$ cat src/rtl/useq_pkg.sv
package useq_pkg;

  localparam int ADDR_W     = 6;
  localparam int WORD_W     = 16;
  localparam int CTRL_W     = WORD_W - 1;
  localparam int OPC_W      = 3;
  localparam int FLAG_W     = 4;
  localparam int STACK_D    = 4;
  localparam int DISP_BASE  = 16;
  localparam int DISP_SHIFT = 2;

  // bit positions shared by store and next-address logic
  localparam int FMT_BIT  = 15;
  localparam int OP_HI    = 14;
  localparam int OP_LO    = 12;
  localparam int SEL_HI   = 9;
  localparam int SEL_LO   = 8;
  localparam int TGT_HI   = 5;

  typedef enum logic [2:0] {
    BR_STEP = 3'd0,
    BR_JUMP = 3'd1,
    BR_JCND = 3'd2,
    BR_DISP = 3'd3,
    BR_CALL = 3'd4,
    BR_RET  = 3'd5,
    BR_RS6  = 3'd6,
    BR_RS7  = 3'd7
  } br_op_e;

  function automatic logic [WORD_W-1:0] br_word(br_op_e op, logic [1:0] sel,
                                                logic [ADDR_W-1:0] tgt);
    return {1'b1, op, 2'b00, sel, 2'b00, tgt};
  endfunction

  function automatic logic [WORD_W-1:0] ct_word(logic [CTRL_W-1:0] c);
    return {1'b0, c};
  endfunction

endpackage

$ cat src/rtl/useq_store.sv
module useq_store
  import useq_pkg::*;
#(
  parameter int AW = ADDR_W,
  parameter int WW = WORD_W
) (
  input  logic [AW-1:0] addr,
  output logic [WW-1:0] word
);

  logic [WORD_W-1:0] raw;

  always_comb begin
    case (int'(addr))
      // fetch: three transfer steps, then enter the opcode routine
      0:  raw = ct_word(15'h0001);
      1:  raw = ct_word(15'h0002);
      2:  raw = ct_word(15'h0004);
      3:  raw = br_word(BR_DISP, 2'd0, 6'd0);
      // opcode 0
      16: raw = ct_word(15'h0010);
      17: raw = br_word(BR_JUMP, 2'd0, 6'd0);
      // opcode 1: test flag 0
      20: raw = br_word(BR_JCND, 2'd0, 6'd48);
      21: raw = ct_word(15'h0020);
      22: raw = br_word(BR_JUMP, 2'd0, 6'd0);
      // opcode 2: single-level subroutine
      24: raw = br_word(BR_CALL, 2'd0, 6'd52);
      25: raw = ct_word(15'h0080);
      26: raw = br_word(BR_JUMP, 2'd0, 6'd0);
      // opcode 3: test flag 3
      28: raw = br_word(BR_JCND, 2'd3, 6'd56);
      29: raw = br_word(BR_JUMP, 2'd0, 6'd0);
      // opcode 4: nested subroutines
      32: raw = br_word(BR_CALL, 2'd0, 6'd58);
      33: raw = br_word(BR_JUMP, 2'd0, 6'd0);
      // opcode 5: runaway self-call
      36: raw = br_word(BR_CALL, 2'd0, 6'd36);
      // opcode 6: return with nothing stacked
      40: raw = br_word(BR_RET, 2'd0, 6'd0);
      41: raw = ct_word(15'h0400);
      42: raw = br_word(BR_JUMP, 2'd0, 6'd0);
      // opcode 7: explicit step word
      44: raw = br_word(BR_STEP, 2'd0, 6'd0);
      45: raw = ct_word(15'h0800);
      46: raw = br_word(BR_JUMP, 2'd0, 6'd0);
      // out-of-line pieces
      48: raw = ct_word(15'h0040);
      49: raw = br_word(BR_JUMP, 2'd0, 6'd0);
      52: raw = ct_word(15'h0100);
      53: raw = br_word(BR_RET, 2'd0, 6'd0);
      56: raw = ct_word(15'h0200);
      57: raw = br_word(BR_JUMP, 2'd0, 6'd0);
      58: raw = br_word(BR_CALL, 2'd0, 6'd52);
      59: raw = br_word(BR_RET, 2'd0, 6'd0);
      default: raw = '0;
    endcase
  end

  assign word = WW'(raw);

endmodule

$ cat src/rtl/useq_stack.sv
module useq_stack #(
  parameter int AW    = 6,
  parameter int DEPTH = 4
) (
  input  logic          clk,
  input  logic          rst_n,
  input  logic          call_req,
  input  logic          ret_req,
  input  logic [AW-1:0] push_addr,
  output logic [AW-1:0] top,
  output logic          empty,
  output logic          err
);

  localparam int CW = $clog2(DEPTH + 1);
  localparam int IW = (DEPTH > 1) ? $clog2(DEPTH) : 1;

  logic [AW-1:0] entry [DEPTH];
  logic [CW-1:0] count;
  logic          full;
  logic [IW-1:0] wr_idx;
  logic [IW-1:0] rd_idx;

  assign full   = (count == CW'(DEPTH));
  assign empty  = (count == '0);
  assign wr_idx = IW'(count);
  assign rd_idx = IW'(count - CW'(1));
  assign top    = empty ? '0 : entry[rd_idx];

  generate
    for (genvar g = 0; g < DEPTH; g++) begin : g_slot
      always_ff @(posedge clk) begin
        if (!rst_n)
          entry[g] <= '0;
        else if (call_req && !full && wr_idx == IW'(g))
          entry[g] <= push_addr;
      end
    end
  endgenerate

  always_ff @(posedge clk) begin
    if (!rst_n) begin
      count <= '0;
      err   <= 1'b0;
    end else begin
      if (call_req) begin
        if (full) err <= 1'b1;
        else      count <= count + CW'(1);
      end else if (ret_req) begin
        if (empty) err <= 1'b1;
        else       count <= count - CW'(1);
      end
    end
  end

  a_r7_depth_bound: assert property (@(posedge clk) disable iff (!rst_n)
    count <= CW'(DEPTH));

  a_r8_full_holds: assert property (@(posedge clk) disable iff (!rst_n)
    (call_req && full) |=> (full && err));

  a_r9_empty_err: assert property (@(posedge clk) disable iff (!rst_n)
    (ret_req && empty) |=> (empty && err));

  a_r10_err_sticky: assert property (@(posedge clk) disable iff (!rst_n)
    err |=> err);

endmodule

$ cat src/rtl/useq_next.sv
module useq_next
  import useq_pkg::*;
#(
  parameter int AW   = ADDR_W,
  parameter int WW   = WORD_W,
  parameter int OPW  = OPC_W,
  parameter int FLW  = FLAG_W,
  parameter int BASE = DISP_BASE,
  parameter int SHF  = DISP_SHIFT
) (
  input  logic           clk,
  input  logic           rst_n,
  input  logic [AW-1:0]  car,
  input  logic [WW-1:0]  word,
  input  logic [OPW-1:0] opcode,
  input  logic [FLW-1:0] flags,
  input  logic           stk_empty,
  input  logic [AW-1:0]  stk_top,
  output logic [AW-1:0]  nxt,
  output logic [AW-1:0]  ret_addr,
  output logic           call_req,
  output logic           ret_req
);

  logic          is_br;
  br_op_e        op;
  logic [1:0]    sel;
  logic [AW-1:0] tgt;
  logic [AW-1:0] inc;
  logic [AW-1:0] disp;
  logic          flag_hit;
  logic          unused_bits;

  assign is_br       = word[FMT_BIT];
  assign op          = br_op_e'(word[OP_HI:OP_LO]);
  assign sel         = word[SEL_HI:SEL_LO];
  assign tgt         = word[AW-1:0];
  assign inc         = car + AW'(1);
  assign disp        = AW'(BASE) + (AW'(opcode) << SHF);
  assign flag_hit    = flags[sel];
  assign ret_addr    = inc;
  assign unused_bits = ^{word[11:10], word[7:6]};

  always_comb begin
    nxt      = inc;
    call_req = 1'b0;
    ret_req  = 1'b0;
    if (is_br) begin
      case (op)
        BR_JUMP: nxt = tgt;
        BR_JCND: nxt = flag_hit ? tgt : inc;
        BR_DISP: nxt = disp;
        BR_CALL: begin
          call_req = 1'b1;
          nxt      = tgt;
        end
        BR_RET: begin
          ret_req = 1'b1;
          nxt     = stk_empty ? inc : stk_top;
        end
        default: nxt = inc;
      endcase
    end
  end

  a_r2_control_steps: assert property (@(posedge clk) disable iff (!rst_n)
    !word[FMT_BIT] |=> car == $past(car) + AW'(1));

  a_r4_jump_target: assert property (@(posedge clk) disable iff (!rst_n)
    (word[FMT_BIT] && word[OP_HI:OP_LO] == 3'd1) |=> car == $past(word[AW-1:0]));

  a_r5_cond_taken: assert property (@(posedge clk) disable iff (!rst_n)
    (word[FMT_BIT] && word[OP_HI:OP_LO] == 3'd2 && flags[word[SEL_HI:SEL_LO]])
      |=> car == $past(word[AW-1:0]));

  a_r5_cond_fallthru: assert property (@(posedge clk) disable iff (!rst_n)
    (word[FMT_BIT] && word[OP_HI:OP_LO] == 3'd2 && !flags[word[SEL_HI:SEL_LO]])
      |=> car == $past(car) + AW'(1));

  a_r6_dispatch_entry: assert property (@(posedge clk) disable iff (!rst_n)
    (word[FMT_BIT] && word[OP_HI:OP_LO] == 3'd3)
      |=> (car - AW'(BASE)) == ($past(AW'(opcode)) << SHF));

endmodule

$ cat src/rtl/useq_sequencer.sv
module useq_sequencer
  import useq_pkg::*;
#(
  parameter int AW  = ADDR_W,
  parameter int WW  = WORD_W,
  parameter int OPW = OPC_W,
  parameter int FLW = FLAG_W,
  parameter int SD  = STACK_D
) (
  input  logic           clk,
  input  logic           rst_n,
  input  logic [OPW-1:0] opcode,
  input  logic [FLW-1:0] flags,
  output logic [WW-2:0]  ctrl,
  output logic [AW-1:0]  uaddr,
  output logic           stk_err
);

  localparam int CW = WW - 1;

  logic [AW-1:0] car;
  logic [AW-1:0] car_nxt;
  logic [WW-1:0] cbr;
  logic [AW-1:0] ret_addr;
  logic [AW-1:0] stk_top;
  logic          stk_empty;
  logic          call_req;
  logic          ret_req;

  useq_store #(.AW(AW), .WW(WW)) u_store (
    .addr (car),
    .word (cbr)
  );

  useq_next #(
    .AW(AW), .WW(WW), .OPW(OPW), .FLW(FLW),
    .BASE(DISP_BASE), .SHF(DISP_SHIFT)
  ) u_next (
    .clk       (clk),
    .rst_n     (rst_n),
    .car       (car),
    .word      (cbr),
    .opcode    (opcode),
    .flags     (flags),
    .stk_empty (stk_empty),
    .stk_top   (stk_top),
    .nxt       (car_nxt),
    .ret_addr  (ret_addr),
    .call_req  (call_req),
    .ret_req   (ret_req)
  );

  useq_stack #(.AW(AW), .DEPTH(SD)) u_stack (
    .clk       (clk),
    .rst_n     (rst_n),
    .call_req  (call_req),
    .ret_req   (ret_req),
    .push_addr (ret_addr),
    .top       (stk_top),
    .empty     (stk_empty),
    .err       (stk_err)
  );

  always_ff @(posedge clk) begin
    if (!rst_n) car <= '0;
    else        car <= car_nxt;
  end

  assign uaddr = car;
  assign ctrl  = cbr[WW-1] ? '0 : cbr[CW-1:0];

  a_r1_reset_fetch: assert property (@(posedge clk)
    !rst_n |=> (uaddr == '0 && !stk_err));

  a_r7_return_pops: assert property (@(posedge clk) disable iff (!rst_n)
    (ret_req && !stk_empty) |=> uaddr == $past(stk_top));

  a_r8_call_target: assert property (@(posedge clk) disable iff (!rst_n)
    call_req |=> uaddr == $past(cbr[AW-1:0]));

endmodule

$ cat config.mk
export PLATFORM = sky130hd
export DESIGN_NAME = useq_sequencer
export DESIGN_NICKNAME = d
export VERILOG_FILES = /design/src/rtl/useq_pkg.sv /design/src/rtl/useq_store.sv /design/src/rtl/useq_stack.sv /design/src/rtl/useq_next.sv /design/src/rtl/useq_sequencer.sv
export SDC_FILE = /design/constraint.sdc
export NUM_CORES = 1
export LEC_CHECK = 0
export BUFFER_PORTS_ARGS = -buffer_cell sky130_fd_sc_hd__buf_2
export CAP_MARGIN = 15
export CORE_MARGIN = 2
export CORE_UTILIZATION = 50
export DETAILED_ROUTE_END_ITERATION = 16
export GPL_TIMING_DRIVEN = 0
export HOLD_SLACK_MARGIN = 0.1
export PLACE_DENSITY_LB_ADDON = 0.25
export SLEW_MARGIN = 5
export SYNTH_ARGS = -nofsm -noshare
export SYNTH_HDL_FRONTEND = slang
export SYNTH_HIERARCHICAL = 1
export SYNTH_SLANG_ARGS = --single-unit
$ cat constraint.sdc
create_clock -name clk -period 4 [get_ports clk]
set_input_delay 0.8 -clock clk [delete_from_list [all_inputs] [get_ports clk]]
set_output_delay 0.8 -clock clk [all_outputs]
set_load 0.005 [all_outputs]
==> metrics <==
Compound-Gate Fraction of Synth Area 0.147; Worst Skew 4.21 ps; Fill cells 456; Post-synth EDFFs 24; final slew viol count 0; CTS tree yes; number of CTS-inserted buffers 5; P&R area growth vs syn 13.4%; RePlAce Congestion 0.962; starting density of the core 0.524; YS warnings 6; Clock Tree Buf Depth 2; most frequent CP cell nand2_1; clock-pin slew on the worst setup and hold paths 70 ps; vias after detailed routing 2,410; r2r startpoint uaddr[3]; worst-path fanout max 12; global-route wire length before repair 11.3 mm; Post-Syn Area 2710 um2; I/O pin count 31; syn_nets 310; sequential area share after synthesis 0.339; r2r setup slk 420 ps; critical path's top delay family simple AND/OR/NAND/NOR gates; crit share post-route 0.894; CP cell instances buf_6, buf_2, nand2_1, o31ai_1, nor4_1, o21ai_2, inv_1, nor4_4, a21boi_1, nand2_1, nand2_1; XOR/XNOR Fraction of Synth Area 0.0258; largest net degree at the start of global routing 14; share of post-route cells with drive strength above 1 0.201; Root Driver clkbuf_8; Worst setup EP type flop; Die Wd 77.7 um; # DRC 0; Final Util 0.595; final setup vio count 0; commonest non-fill, non-tap cell in the layout buf_2; RSZ-0062 raised after global routing no; DRT Wirelength 6.87 mm; multiplexer share of the synthesized area 0.0816; Pwr Density 288 nW/um2; Hold Slack 479 ps; Placed Area 2950 um2; CORE AREA 5170 um2; H-tree depth 2; WS Path Type reg -> reg; synth unique cells 57; fin crit period 3580 ps; clk sinks 34; Clock Latency Late Sink 280 ps; asr flop ratio synth 0; synthesized-area fraction occupied by adder cells 0.0277; Tot GR Track Use 0.240; worst hold start u_stack/err; #FFs+latches synth 34; TritonRoute pass-1 iters 5; Setup WS pre-CTS -495 ps; WHS Path Cells 2; initial antenna violation count 0; design area 3080 um2; DR WL/cell 17.1 um; Slew HR 0.550; max cap viols 0; status completed; Post-Synth Simple-Gate Area 0.311; Worst Hold Class reg -> reg; Die ar. 6030 um2; actual slew at the worst max-slew pin 669 ps; Fmax 0.280 GHz; Synth Flop Type edfxtp_1; Lkg Pwr 1.22 nW; via/cell ratio 5.98; Hold Fails Final Rpt 0; mean post-synth cell area 9.20 um2; Hold Buf Count CTS 0; grt ovf 0; Req. time, crit path 3950 ps; hold endpoint u_stack/err; post-route ant nets 0; Initial DRC Count 203; worst path bufs/invs 3; Crit path arrival time 3530 ps; final worst slack 424 ps; Detailed Place HPWL 4.93 mm; number of global-route vias before repair 2,254; maximum VDD drop 0.278 mV; n_diodes 0; Register-to-Register Path Depth 11; cell count after synthesis 295; Final nets 347; CP max stage delay 440 ps; largest family of logic cells by synthesized area simple AND/OR/NAND/NOR gates; Post-CTS Repair Setup Buffers 0; highest-count cells in the layout ignoring fill and taps buf_2, and2_1, edfxtp_1; Port Buffers 30; Crit-path slowest cell dfxtp_1; number of core rows 26; Die H 77.7 um; reg2reg end u_stack/entry[3][2]; type of origin of the critical path flop
sequential cells by signal (all words and copies together), names as in the netlist:
signal and cells:
u_stack/err 1, u_stack/count 3, u_stack/entry 24, uaddr 6
cell families after synthesis:
kind of cell             Yosys count
multiplexers                      11
adder cells (fa/ha/maj)            6
AND/OR/NAND/NOR                  142
buffers and inverters             38
AO/OA/AOI/OAI                     56
XOR/XNOR                           8
flip-flops                        34
how the worst max path moves through the flow:
stage / cells after the start / from / end / slack, ps
after CTS: 11 / uaddr[3] / u_stack/entry[1][4] / 60
after detailed placement: 11 / uaddr[3] / u_stack/entry[1][1] / -500
final: 11 / uaddr[3] / u_stack/entry[3][2] / 420
after floorplan: 11 / uaddr[3] / u_stack/entry[1][0] / 540
after global routing: 11 / uaddr[3] / u_stack/entry[3][2] / 70
after global placement: 11 / uaddr[3] / u_stack/entry[1][1] / -460
Yosys cell counts, drive strengths merged (4+ instances only):
master / instances / area [um2]
xnor2: 4 / 35.0
nand3: 5 / 25.0
nor3: 9 / 45.0
dfxtp: 10 / 200
inv: 17 / 63.8
o22ai: 4 / 25.0
nand2b: 10 / 62.6
o211ai: 5 / 37.5
edfxtp: 24 / 721
ha: 6 / 75.1
a32o: 5 / 51.3
mux4: 7 / 180
nor2b: 24 / 168
and2: 31 / 194
clkbuf: 7 / 26.3
xor2: 4 / 35.0
o21ai: 8 / 40.0
buf: 14 / 91.3
nor4: 8 / 50.1
nor2: 13 / 48.8
and2b: 5 / 41.3
a21oi: 10 / 50.1
nand2: 21 / 78.8
metal layers:
layer / global-route usage / part of all wire / vias to the layer above
li1: - / - / 1152
met1: 0.318 / 0.44 / 1147
met2: 0.408 / 0.48 / 104
met3: 0.0419 / 0.069 / 7
met4: 0.0571 / 0.0095 / 0
met5: 0 / 0 / -
report_power, final:
group / internal [mW] / switching (mW) / total [mW]
Sequential: 0.390 / 0.0150 / 0.405
Clock: 0.186 / 0.123 / 0.309
Combinational: 0.0685 / 0.104 / 0.173
Total: 0.645 / 0.242 / 0.886
final cells by class:
class | instances | area [um2] | area share
multi-input combinational | 223 | 1630 | 0.530
sequential | 34 | 921 | 0.299
timing repair buffer | 30 | 150 | 0.0488
buffer | 21 | 118 | 0.0382
tap | 70 | 87.6 | 0.0285
clock buffer | 7 | 76.3 | 0.0248
inverter | 17 | 63.8 | 0.0207
clock inverter | 1 | 30.0 | 0.00976
metrics by stage:
step / instances / TNS [ps] / power (mW)
2_1_floorplan: 295 / 0 / 0.526
3_3_place_gp: 395 / -19140 / 0.579
3_5_place_dp: 395 / -19490 / 0.580
4_1_cts: 403 / 0 / 0.890
5_1_grt: 403 / 0 / 0.930
6_report: 403 / 0 / 0.886
timing repair:
item,in CTS,in global routing
endpoints found under the setup margin,52,48
resized for setup,2,3
cloned,0,0
worst reg2reg max path, delay by kind of cell, from the launching register on:
family,cells,cell delay (ps)
AO/OA/AOI/OAI,3,1040
buffers and inverters,3,660
AND/OR/NAND/NOR,5,1120
flip-flops,1,440
No activity file was read; power rests on OpenSTA's default activity.
